### src/rtl/rbt_pkg.sv
package rbt_pkg;
   typedef enum logic [2:0] {
      SEL_BASE = 3'd0,
      SEL_LAST = 3'd1,
      SEL_MARK = 3'd2,
      SEL_RD   = 3'd3,
      SEL_WR   = 3'd4
   } cfg_sel_e;
endpackage

### src/rtl/rbt_ptr_step.sv
// Advances a wrap-tagged pointer by a byte count inside [base, last].
module rbt_ptr_step #(
   parameter int ADDR_W = 31,
   localparam int PTR_W = ADDR_W + 1,
   localparam int LVL_W = ADDR_W + 1
) (
   input  logic [PTR_W-1:0]  cur,
   input  logic [LVL_W-1:0]  step,
   input  logic [ADDR_W-1:0] last,
   input  logic [LVL_W-1:0]  size,
   output logic [PTR_W-1:0]  nxt
);
   logic [LVL_W:0] sum;
   logic [LVL_W:0] wrapped;
   logic           past_last;

   always_comb begin
      sum       = {2'b00, cur[ADDR_W-1:0]} + {1'b0, step};
      past_last = sum > {2'b00, last};
      wrapped   = sum - {1'b0, size};
      if (past_last) begin
         nxt = {~cur[ADDR_W], wrapped[ADDR_W-1:0]};
      end else begin
         nxt = {cur[ADDR_W], sum[ADDR_W-1:0]};
      end
   end
endmodule

### src/rtl/rbt_level.sv
// Filled / free byte counts and full / empty from the two pointers.
module rbt_level #(
   parameter int ADDR_W = 31,
   localparam int PTR_W = ADDR_W + 1,
   localparam int LVL_W = ADDR_W + 1
) (
   input  logic [PTR_W-1:0] rd,
   input  logic [PTR_W-1:0] wr,
   input  logic [LVL_W-1:0] size,
   output logic [LVL_W-1:0] fill,
   output logic [LVL_W-1:0] free,
   output logic             empty,
   output logic             full
);
   logic same_lap;
   logic addr_eq;

   always_comb begin
      same_lap = rd[ADDR_W] == wr[ADDR_W];
      addr_eq  = rd[ADDR_W-1:0] == wr[ADDR_W-1:0];
      if (same_lap) begin
         fill = {1'b0, wr[ADDR_W-1:0]} - {1'b0, rd[ADDR_W-1:0]};
      end else begin
         fill = size - ({1'b0, rd[ADDR_W-1:0]} - {1'b0, wr[ADDR_W-1:0]});
      end
      free  = size - fill;
      empty = same_lap && addr_eq;
      full  = !same_lap && addr_eq;
   end
endmodule

### src/rtl/rbt_mark.sv
// Watermark comparator with a latched event cleared by rearm.
module rbt_mark #(
   parameter int ADDR_W    = 31,
   parameter int GRAN_LOG2 = 8,
   localparam int LVL_W    = ADDR_W + 1
) (
   input  logic              clk,
   input  logic              rst_n,
   input  logic [LVL_W-1:0]  watched,
   input  logic [ADDR_W-1:0] mark_raw,
   input  logic              rearm,
   output logic              hit
);
   logic [ADDR_W-1:0] mark_eff;
   logic              above;

   assign mark_eff = {mark_raw[ADDR_W-1:GRAN_LOG2], {GRAN_LOG2{1'b0}}};
   assign above    = watched > {1'b0, mark_eff};

   always_ff @(posedge clk) begin
      if (!rst_n) begin
         hit <= 1'b0;
      end else if (rearm) begin
         hit <= 1'b0;
      end else if (above) begin
         hit <= 1'b1;
      end
   end

   p_mark_hold_r7: assert property (@(posedge clk) disable iff (!rst_n)
      hit && !rearm |=> hit);
   p_mark_clear_r7: assert property (@(posedge clk) disable iff (!rst_n)
      rearm |=> !hit);
   p_mark_cause_r6: assert property (@(posedge clk) disable iff (!rst_n)
      $rose(hit) |-> $past(watched > {1'b0, mark_eff}));
endmodule

### src/rtl/rbt_ring_tracker.sv
module rbt_ring_tracker #(
   parameter int ADDR_W    = 31,
   parameter int WORDS_W   = 8,
   parameter int GRAN_LOG2 = 8,
   parameter bit IS_PLAY   = 1'b1,
   localparam int PTR_W    = ADDR_W + 1,
   localparam int LVL_W    = ADDR_W + 1
) (
   input  logic               clk,
   input  logic               rst_n,
   input  logic               cfg_we,
   input  logic [2:0]         cfg_sel,
   input  logic [PTR_W-1:0]   cfg_data,
   input  logic               rearm,
   input  logic               adv_valid,
   input  logic [WORDS_W-1:0] adv_words,
   output logic               adv_ready,
   output logic [PTR_W-1:0]   rd_ptr,
   output logic [PTR_W-1:0]   wr_ptr,
   output logic [LVL_W-1:0]   fill_bytes,
   output logic [LVL_W-1:0]   free_bytes,
   output logic               buf_empty,
   output logic               buf_full,
   output logic               xrun,
   output logic               mark_hit,
   output logic [ADDR_W-1:0]  cur_offset
);
   import rbt_pkg::*;

   if (ADDR_W < GRAN_LOG2 + 1 || ADDR_W > 31) begin : g_bad_addr
      $error("rbt_ring_tracker: ADDR_W out of range");
   end
   if (WORDS_W + 2 >= LVL_W) begin : g_bad_words
      $error("rbt_ring_tracker: WORDS_W too wide for ADDR_W");
   end

   logic [ADDR_W-1:0] base_q;
   logic [ADDR_W-1:0] last_q;
   logic [ADDR_W-1:0] mark_q;
   logic [PTR_W-1:0]  rd_q;
   logic [PTR_W-1:0]  wr_q;
   logic              xrun_q;

   logic [LVL_W-1:0]  size;
   logic [LVL_W-1:0]  step_bytes;
   logic [LVL_W-1:0]  avail;
   logic [LVL_W-1:0]  watched;
   logic [PTR_W-1:0]  hw_ptr;
   logic [PTR_W-1:0]  sw_ptr;
   logic [PTR_W-1:0]  hw_nxt;
   logic              enough;
   logic              accept;

   assign size       = {1'b0, last_q} - {1'b0, base_q} + 1'b1;
   assign step_bytes = {{(LVL_W-WORDS_W-2){1'b0}}, adv_words, 2'b00};

   rbt_level #(.ADDR_W(ADDR_W)) u_level (
      .rd    (rd_q),
      .wr    (wr_q),
      .size  (size),
      .fill  (fill_bytes),
      .free  (free_bytes),
      .empty (buf_empty),
      .full  (buf_full)
   );

   if (IS_PLAY) begin : g_play
      assign hw_ptr  = rd_q;
      assign sw_ptr  = wr_q;
      assign avail   = fill_bytes;
      assign watched = free_bytes;
   end else begin : g_cap
      assign hw_ptr  = wr_q;
      assign sw_ptr  = rd_q;
      assign avail   = free_bytes;
      assign watched = fill_bytes;
   end

   rbt_ptr_step #(.ADDR_W(ADDR_W)) u_step (
      .cur  (hw_ptr),
      .step (step_bytes),
      .last (last_q),
      .size (size),
      .nxt  (hw_nxt)
   );

   assign enough    = step_bytes <= avail;
   assign adv_ready = enough && !cfg_we;
   assign accept    = adv_valid && adv_ready;

   always_ff @(posedge clk) begin
      if (!rst_n) begin
         base_q <= '0;
         last_q <= '0;
         mark_q <= '0;
         rd_q   <= '0;
         wr_q   <= '0;
      end else if (cfg_we) begin
         case (cfg_sel_e'(cfg_sel))
            SEL_BASE: base_q <= cfg_data[ADDR_W-1:0];
            SEL_LAST: last_q <= cfg_data[ADDR_W-1:0];
            SEL_MARK: mark_q <= cfg_data[ADDR_W-1:0];
            SEL_RD:   rd_q   <= cfg_data;
            SEL_WR:   wr_q   <= cfg_data;
            default:  ;
         endcase
      end else if (accept) begin
         if (IS_PLAY) rd_q <= hw_nxt;
         else         wr_q <= hw_nxt;
      end
   end

   always_ff @(posedge clk) begin
      if (!rst_n) begin
         xrun_q <= 1'b0;
      end else if (rearm) begin
         xrun_q <= 1'b0;
      end else if (adv_valid && !cfg_we && !enough) begin
         xrun_q <= 1'b1;
      end
   end

   rbt_mark #(.ADDR_W(ADDR_W), .GRAN_LOG2(GRAN_LOG2)) u_mark (
      .clk      (clk),
      .rst_n    (rst_n),
      .watched  (watched),
      .mark_raw (mark_q),
      .rearm    (rearm),
      .hit      (mark_hit)
   );

   assign rd_ptr     = rd_q;
   assign wr_ptr     = wr_q;
   assign xrun       = xrun_q;
   assign cur_offset = hw_ptr[ADDR_W-1:0] - base_q;

   p_ptr_range_r3: assert property (@(posedge clk) disable iff (!rst_n)
      accept && base_q <= last_q && hw_ptr[ADDR_W-1:0] >= base_q
      && hw_ptr[ADDR_W-1:0] <= last_q
      |=> hw_ptr[ADDR_W-1:0] >= base_q && hw_ptr[ADDR_W-1:0] <= last_q);
   p_other_ptr_r4: assert property (@(posedge clk) disable iff (!rst_n)
      accept |=> $stable(sw_ptr));
   p_stall_hold_r8: assert property (@(posedge clk) disable iff (!rst_n)
      adv_valid && !adv_ready && !cfg_we |=> $stable(hw_ptr));
   p_xrun_set_r8: assert property (@(posedge clk) disable iff (!rst_n)
      adv_valid && !adv_ready && !cfg_we && !rearm |=> xrun);
   p_cfg_blocks_r9: assert property (@(posedge clk) disable iff (!rst_n)
      cfg_we |-> !adv_ready);
endmodule

### config.mk
export PLATFORM = sky130hd
export DESIGN_NAME = rbt_ring_tracker
export DESIGN_NICKNAME = d
export VERILOG_FILES = /design/src/rtl/rbt_pkg.sv /design/src/rtl/rbt_ptr_step.sv /design/src/rtl/rbt_level.sv /design/src/rtl/rbt_mark.sv /design/src/rtl/rbt_ring_tracker.sv
export SDC_FILE = /design/constraint.sdc
export NUM_CORES = 1
export LEC_CHECK = 0
export BUFFER_PORTS_ARGS = -buffer_cell sky130_fd_sc_hd__buf_2
export CORE_MARGIN = 2
export CORE_UTILIZATION = 55
export DETAILED_ROUTE_END_ITERATION = 10
export PLACE_DENSITY_LB_ADDON = 0.3
export SLEW_MARGIN = 25
export SYNTH_ARGS = -nofsm -noshare
export SYNTH_HDL_FRONTEND = slang
export SYNTH_SLANG_ARGS = --single-unit
### constraint.sdc
create_clock -name clk -period 18.05 [get_ports clk]
set_clock_uncertainty 0.05 [all_clocks]
set_input_delay 0.9025 -clock clk [delete_from_list [all_inputs] [get_ports clk]]
set_output_delay 0.9025 -clock clk [all_outputs]
set_load 0.1 [all_outputs]
-- Word-level counts from Yosys, hierarchy flattened
Cells that the tools add are included.
- register bits: 159
- input port bits: 48
- output and inout bits: 164
- word-level logic and storage cells: 53
- add/sub/neg operators: 9
- magnitude comparators: 3
- equality and inequality tests: 7
- mux-type cells: 5
- bitwise operators: 2
- reduce and logical (&&, ||, !) cells: 19
- operators with widths (kind ; number):
    $mux W32 ; 5
    $sub A31 B31 Y32 ; 3
    $gt A32 B31 Y1 ; 2
    $sub A32 B32 Y32 ; 2
    $sub A31 B31 Y31 ; 2
    $add A31 B10 Y32 ; 1
    $add A32 B1 Y32 const B ; 1
    $le A10 B32 Y1 ; 1
    $eq A31 B31 Y1 ; 1
    $reduce_and A2 Y1 ; 5
    $eq A3 B2 Y1 const B ; 2
    $logic_and A1 B1 Y1 ; 6
    $reduce_bool A2 Y1 ; 2
    $eq A3 B1 Y1 const B ; 1
    $eq A3 B3 Y1 const B ; 1
    $logic_not A1 Y1 ; 3
    $logic_not A3 Y1 ; 1
    $reduce_and A3 Y1 ; 1
    $ne A2 B1 Y1 const B ; 1
    $not A1 Y1 ; 2
    $reduce_or A2 Y1 ; 1
    $eq A1 B1 Y1 ; 1

-- Depth between registers and ports, before layout
Gate-level depths: netlist (run 1).
- depth in word-level cells: 9
- depth in mapped cells: 43
- gate-level depth less buffers: 43

-- Cells and area by module
Synthesis (run 1) repeated with hierarchy kept, for this count alone.
- cells, all modules: 2966
- area, all modules: 21942.3 um2
- modules (own cells, without submodules) (module ; times used ; cells each ; area an instance (um2) ; seq. area each (um2)):
    rbt_ring_tracker ; 1 ; 1269 ; 10203.5 ; 3163.0
    rbt_level ; 1 ; 983 ; 6577.6 ; 0.0
    rbt_ptr_step ; 1 ; 626 ; 4488.1 ; 0.0
    rbt_mark ; 1 ; 88 ; 673.1 ; 20.0

-- Least setup slack after synthesis (run 1)
Ideal clock, no wire load.
- kind: reg2reg
- start point: register base_q[1]
- end point: register u_mark.hit
- setup time: 0.118 ns
- arrival: 11.505 ns
- data required time: 17.882 ns
- slack: 6.377 ns
- cell stages (with the launch flop): 40
- path buffers: 0
- clock period less this slack: 11.673 ns
- path through: dfxtp_1 > ha_1 > inv_1 > ha_1 > inv_1 > fa_1 > nor2b_1 > o31a_1 > o21ai_1 > o31ai_1 > xnor2_1 > fa_1 > ha_1 > inv_1 > o21ai_0 > nor3_1 > a2bb2oi_1 > a211oi_1 > [... 4 more ...] > and4_1 > nand4_1 > nor2_1 > o311a_1 > o41ai_1 > a21boi_0 > o2111ai_1 > a311oi_1 > o21ai_0 > nor2b_1 > xnor2_1 > ha_1 > nand4_1 > nor4_1 > nand3_1 > or4_1 > o311a_1 > o21ba_1
- cells in the longest elaborated chain, start to end: 6
- ends and longest elaborated chain (element ; line ; source):
    from (decl) ; rbt_ring_tracker.sv:37 ; logic [ADDR_W-1:0] base_q;
    from (signal assigned) ; rbt_ring_tracker.sv:100 ; SEL_BASE: base_q <= cfg_data[ADDR_W-1:0];
    $sub A31 B31 Y32 ; rbt_ring_tracker.sv:54 ; assign size = {1'b0, last_q} - {1'b0, base_q} + 1'b1;
    $add A32 B1 Y32 ; rbt_ring_tracker.sv:54 ;
    $sub A32 B32 Y32 ; rbt_level.sv:24 ; fill = size - ({1'b0, rd[ADDR_W-1:0]} - {1'b0, wr[ADDR_W-1:0]});
    $mux W32 ; rbt_level.sv:21 ; if (same_lap) begin
    named net fill_bytes[19] ; rbt_ring_tracker.sv:20 ; output logic [LVL_W-1:0] fill_bytes,
    $sub A32 B32 Y32 ; rbt_level.sv:26 ; free = size - fill;
    named net free_bytes[28] ; rbt_ring_tracker.sv:21 ; output logic [LVL_W-1:0] free_bytes,
    $gt A32 B31 Y1 ; rbt_mark.sv:18 ; assign above = watched > {1'b0, mark_eff};
    to (signal assigned) ; rbt_mark.sv:22 ; hit <= 1'b0;
    to (signal assigned) ; rbt_mark.sv:24 ; hit <= 1'b0;
    to (signal assigned) ; rbt_mark.sv:26 ; hit <= 1'b1;
    to (decl) ; rbt_mark.sv:12 ; output logic hit
The timed path passes the listed nets, and every way through them passes these cells.
A chain may end at the register's enable or synchronous reset.

-- Worst setup path in the final report (run 1)
- start point: register base_q[1]
- end point: output port free_bytes[31]
- cells in the longest elaborated chain, start to end: 5
- ends and longest elaborated chain (element ; line):
    $sub A31 B31 Y32 * ; rbt_ring_tracker.sv:54
    $add A32 B1 Y32 * ; rbt_ring_tracker.sv:54
    $sub A32 B32 Y32 ; rbt_level.sv:24
    $mux W32 ; rbt_level.sv:21
    $sub A32 B32 Y32 * ; rbt_level.sv:26
    to (decl) ; rbt_ring_tracker.sv:21
Every way passes the cells marked *; elsewhere a longest branch is shown, timed or not.

==> results of run 1 <==
==> through the flow <==
stage	worst slack [ns]	hold WS (ns)	std cells	instance area [sq um]
6_report	7.872	0.4047	3223	21370
5_1_grt	7.305	0.4217	3223	21370
4_1_cts	7.947	0.4046	3223	21370
3_5_place_dp	8.265	0.3963	3193	20700
3_3_place_gp	8.490	0.3910	3193	20700
2_1_floorplan	6.377	0.3863	2591	19240
==> synth_stat cells (8+ instances only) <==
library cell,number,area [sq um]
nand2_1,354,1329
a21oi_1,313,1567
ha_1,284,3553
inv_1,241,904.6
nor2_1,171,641.9
dfxtp_1,151,3023
xnor2_1,125,1095
o21ai_0,92,460.4
a21o_1,86,645.6
clkbuf_1,67,251.5
nand3_1,47,235.2
xor2_1,46,402.9
mux2i_1,41,410.4
nor3_1,39,195.2
fa_1,37,740.7
nor2b_1,36,225.2
o211ai_1,34,255.2
nand4_1,33,206.5
nand2b_1,32,200.2
o21a_1,29,217.7
o21bai_1,29,217.7
a31oi_1,21,131.4
a211oi_1,20,150.1
o31ai_1,18,135.1
and3_1,17,106.4
nor4_1,17,106.4
and2_1,13,81.33
or3_1,11,68.82
a21boi_0,10,75.07
o21ai_1,10,50.05
nand3b_1,9,67.56
a211oi_2,8,100.1
o2111ai_1,8,70.07
or4_1,8,60.06
==> state kept, by name (all words and copies together) (netlist names) <==
register,cells
rd_ptr,32
wr_ptr,32
base_q,31
last_q,31
mark_q,23
u_mark.hit,1
xrun,1
==> final timing paths <==
kind	start	slack, ns	cells past startpoint	end
max reg2reg	base_q[1]	8.14	40	u_mark.hit
min reg2reg	mark_q[20]	0.40	2	mark_q[20]
min	mark_q[20]	0.40	2	mark_q[20]
max	base_q[1]	7.87	34	free_bytes[31]
==> tightest hold or removal path, stage by stage, from the launching register on <==
cell and delay [ns]:
dfxtp_1 0.31, nand2_1 0.05, a21oi_1 0.05
==> cell usage in the layout, fill, tap and decap left out, drive strengths merged, types with 22 or more instances in the layout <==
cell / count
a211oi: 29
a21o: 86
a21oi: 314
a31oi: 22
buf: 226
clkbuf: 23
dfxtp: 151
fa: 37
ha: 284
inv: 241
mux2i: 41
nand2: 354
nand2b: 32
nand3: 47
nand4: 33
nor2: 171
nor2b: 36
nor3: 40
o211ai: 35
o21a: 29
o21ai: 103
o21bai: 29
xnor2: 125
xor2: 46
==> routing by layer <==
layer / GRT usage / vias to the layer above / share of wire / wire length [microns]
met4: 0.1441 / 0 / 0.037 / 2591
met3: 0.04278 / 129 / 0.093 / 6584
li1: - / 9517 / - / -
met2: 0.5734 / 970 / 0.42 / 29820
met1: 0.5496 / 9549 / 0.45 / 31420
met5: 0 / - / 0 / 0
==> kinds of logic (layout without fill, tap and decap cells) <==
| group | after synthesis | after routing | share of synthesized area |
|---|---|---|---|
| simple gates | 818 | 818 | 0.1974 |
| compound gates | 766 | 766 | 0.2568 |
| fa+ha+maj | 322 | 322 | 0.2237 |
| buf+inv | 320 | 497 | 0.06411 |
| xor+xnor | 172 | 172 | 0.07900 |
| flops | 151 | 151 | 0.1571 |
| mux | 42 | 42 | 0.02191 |
==> final cells by class <==
cell class,count,area (sq um),area share
sequential,151,3023,0.1415
multi-input combinational,2120,15040,0.7037
timing repair buffer,226,1169,0.05469
inverter,241,907.1,0.04245
tap,455,569.3,0.02664
clock buffer,23,498.0,0.02330
clock inverter,7,165.2,0.007729
==> results.toml, run 1 <==
[status]
status = "complete, no violations"

[critical_path]
cp.required_ns = 17.10
crit_family = "compound AO/OA/AOI/OAI gates"
worst-setup-path-type = "flip-flop to output pin"
cpMaxStageDelayCell = "o31ai_1"
critPathCaptureType = "output pin"
startpoint_type = "flip-flop"
critPathMaxFanout = 6
cp.buffers_inverters = 3
cp.arrival_ns = 9.23
cpPeakStageDelay_ns = 0.59

[sta]
tns_ns = 0
setup_viol = 0
rsz0062_at_grt = "false"
worstMarginPinSlew_ns = 0.9434
timing.final.crit_share = 0.5639
layout_min_cycle_time_ns = 10.18
finalHoldViolations = 0
slew_headroom = 0.3692
fmax_mhz = 98.25
slew_violations = 0

[clock_tree]
root_buffer = "clkbuf_16"
htreeDepth = 4
hold_buffers = 0
cts_buffers = 17
post_cts_resize_count = 0
postCtsSetupBuffers = 0
cts_tree = "built"
clk_path_buf_depth = 2
insertion_delay_ns = 0.44
clk_pin_slew_worst_paths_ns = 0.06
cts.sinks = 151

[logic_synthesis]
synth_edf_count = 0
seq_area_frac_synth = 0.1571
syn_area_per_cell_sq_um = 7.427
async_flop_share = 0
synth_area_sq_um = 19240
ys.flop_type = "dfxtp_1"
synth_seq_cells = 151
ys_types = 91
netlist_instances = 2591
synth_warnings = 0
synth_fp_nets = 2960

[die]
start_util = 0.5585
io_pins = 212
die_height_microns = 191.1
fp.dieW_microns = 191.1
coreArea_sq_um = 34460
num_rows = 68
die_area_sq_um = 36500

[finish]
n_fill_cell = 3275
drive_gt1_frac = 0.1098
syn_to_final_growth_pct = 11.04
fin_nets = 3126
antenna_cells = 0
fin_util = 0.6201

[placed_design]
dp_hpwl_microns = 57620
gp_congestion = 1.035
io_buffers = 211

[routing]
vias_per_cell = 6.257
finalWirelength_microns = 70420
num_vias = 20170
drt_iter0_markers = 2021
ant_nets = 0
dr.pass1.iters = 6
post_drt_wl_per_cell_microns = 21.85
drc = 0

[global_route]
grt_pass1_vias = 18700
gr-total-overflow = 0
grt_antenna_before_repair = 0
grt_pass1_wl_microns = 106300
grt_max_degree = 77
gr-usage-all-layers = 0.3790

[run]
cap_violations = 0

[min_path]
hold_path.class = "flip-flop to flip-flop"
Power of run 1 is not shown: default switching activity piles up to over one toggle a cycle in this logic, so the estimate is an artifact.
==> inputs of run 2 (changes only) <==
==> constraint.sdc (replaced) <==
create_clock -name clk -period 10.2 [get_ports clk]
set_clock_uncertainty 0.05 [all_clocks]
set_input_delay 0.51 -clock clk [delete_from_list [all_inputs] [get_ports clk]]
set_output_delay 0.51 -clock clk [all_outputs]
set_load 0.1 [all_outputs]
==> run 2 against run 1 <==
Global-route usage grew 0.23 points. Final cell count grew 0.43%. Worst hold slack got worse by 0.11 ns. Flip-flop and latch count unchanged. Register-to-register slack got worse by 7.4 ns. Sequential share of layout area shrank 0.11 points. Clock-buffer cell count down 2. Die area did not move.
==> results.toml, run 2 (same netlist as run 1, synthesis figures left out) <==
[critical_path]
cp.arrival_ns = 9.75
r2r_slack_ns = 0.73
startpoint = "last_q[1]"
crit_family = "compound AO/OA/AOI/OAI gates"
startpoint_type = "flip-flop"
reg2reg_from = "last_q[1]"
crit_end = "u_mark.hit"
worst-setup-path-type = "flip-flop to flip-flop"
critPathCaptureType = "flip-flop"
cpPeakStageDelay_ns = 0.48
rr_endpoint = "u_mark.hit"
cp.required_ns = 10.48
cpMaxStageDelayCell = "fa_1"
reg2reg_depth = 41
worst-path-stages = 41
cp.buffers_inverters = 3
critPathMaxFanout = 6

[finish]
n_fill_cell = 3116
antenna_cells = 0
seqCellArea_sq_um = 3024
fin_nets = 3138
layout.cells.non_filler = 3237
final_common_cell = "nand2_1"
syn_to_final_growth_pct = 11.99
multi_input_area_sq_um = 15210
layout_common_cells = "nand2_1, a21oi_1, ha_1"
final_area_sq_um = 21550
drive_gt1_frac = 0.1226

[global_route]
grt_antenna_before_repair = 1
grt_pass1_wl_microns = 106600
grt_max_degree = 76
gr-total-overflow = 0
grt_pass1_vias = 18640
gr-usage-all-layers = 0.3814

[sta]
worstMarginPinSlew_ns = 0.8996
slew_violations = 0
layout_min_cycle_time_ns = 9.467
timing.final.crit_share = 0.9282
finalHoldViolations = 0
slew_headroom = 0.3967
holdWs_ns = 0.2911
setup_viol = 0
rsz0062_at_grt = "false"
tns_ns = 0
fmax_mhz = 105.6

[clock_tree]
cts_tree = "built"
htreeDepth = 4
insertion_delay_ns = 0.44
root_buffer = "clkbuf_16"
clk_path_buf_depth = 2
hold_buffers = 0
cts.sinks = 151
cts_buffers = 17
clk_pin_slew_worst_paths_ns = 0.06

[run]
cap_violations = 0

[die]
num_rows = 68
die_height_microns = 191.1
fp.dieW_microns = 191.1
die_area_sq_um = 36500
start_util = 0.5585
io_pins = 212
coreArea_sq_um = 34460

[placed_design]
io_buffers = 211
gp_congestion = 1.021
dp_cells = 3204
dp_hpwl_microns = 58530
placed_cell_area_sq_um = 20950

[routing]
post_drt_wl_per_cell_microns = 21.93
dr.pass1.iters = 6
routed-wl-met3_microns = 6668
wl_met1_microns = 31880
vias_per_cell = 6.226
wl_met2_microns = 29800
drc = 0
routed.top_layer = "met4"
num_vias = 20150
finalWirelength_microns = 70990
ant_nets = 0
drt_iter0_markers = 1981

[status]
status = "complete, no violations"

[min_path]
hold_path.class = "primary input to flip-flop"
## run 2: cell count changes in the layout (fill, tap and decap cells not counted), moves of 2 or more
cell / previous run / this run
buf_4: 15 / 27
ha_1: 284 / 279
ha_4: 0 / 4
xnor2_1: 124 / 120
xnor2_2: 1 / 5
bufinv_16: 5 / 2
clkbuf_8: 5 / 2
clkinv_2: 0 / 3
clkinv_4: 0 / 2
o21ai_0: 91 / 89
## run 2: worst min-delay path by stage
stage,startpoint,to,slack (ns),depth (start not counted)
floorplan,base_q[10],base_q[10],0.39,2
global placement,mark_q[30],mark_q[30],0.39,2
detailed placement,base_q[24],base_q[24],0.40,2
CTS,cfg_data[31],wr_ptr[31],0.28,3
global route,cfg_data[0],wr_ptr[0],0.31,3
finish,cfg_data[31],wr_ptr[31],0.29,3
## run 2: worst reg2reg max path, delay by kind of cell (launching register included)
family	cells	cell delay [ns]
AOI/OAI and AO/OA	18	3.67
adders and majority gates	8	2.77
and+or+nand+nor	9	1.67
xor gates and xnor gates	2	0.48
DFF	1	0.33
muxes	1	0.21
buffers and inverters	3	0.17
## run 2: routing by layer
layer  GRT usage  up-vias
li1            -     9537
met1      0.5476     9485
met2      0.5677     1000
met3     0.06370      130
met4      0.1450        0
met5           0        -
## run 2: stage by stage
stage | setup slack (ns) | utilization
after floorplan | -0.2661 | -
after global placement | 0.9642 | 0.6080
after detailed placement | 0.7711 | 0.6080
after CTS | 0.7411 | 0.6250
after global routing | 0.1305 | 0.6254
final | 0.7327 | 0.6254
## run 2: cell type report
cell class	instances	area share
clock buffer	21	0.02137
multi-input combinational	2120	0.7056
inverter	241	0.04209
tap	455	0.02642
timing repair buffer	238	0.05841
clock inverter	11	0.005748
sequential	151	0.1403
## run 2: timing repair
item | 4_1_cts | 5_1_grt
setup buffers | 0 | 1
endpoints found under the setup margin | 0 | 1
resized for setup | 0 | 1
hold endpoints to repair | 0 | 0
Power of run 2 is left out for the same reason.
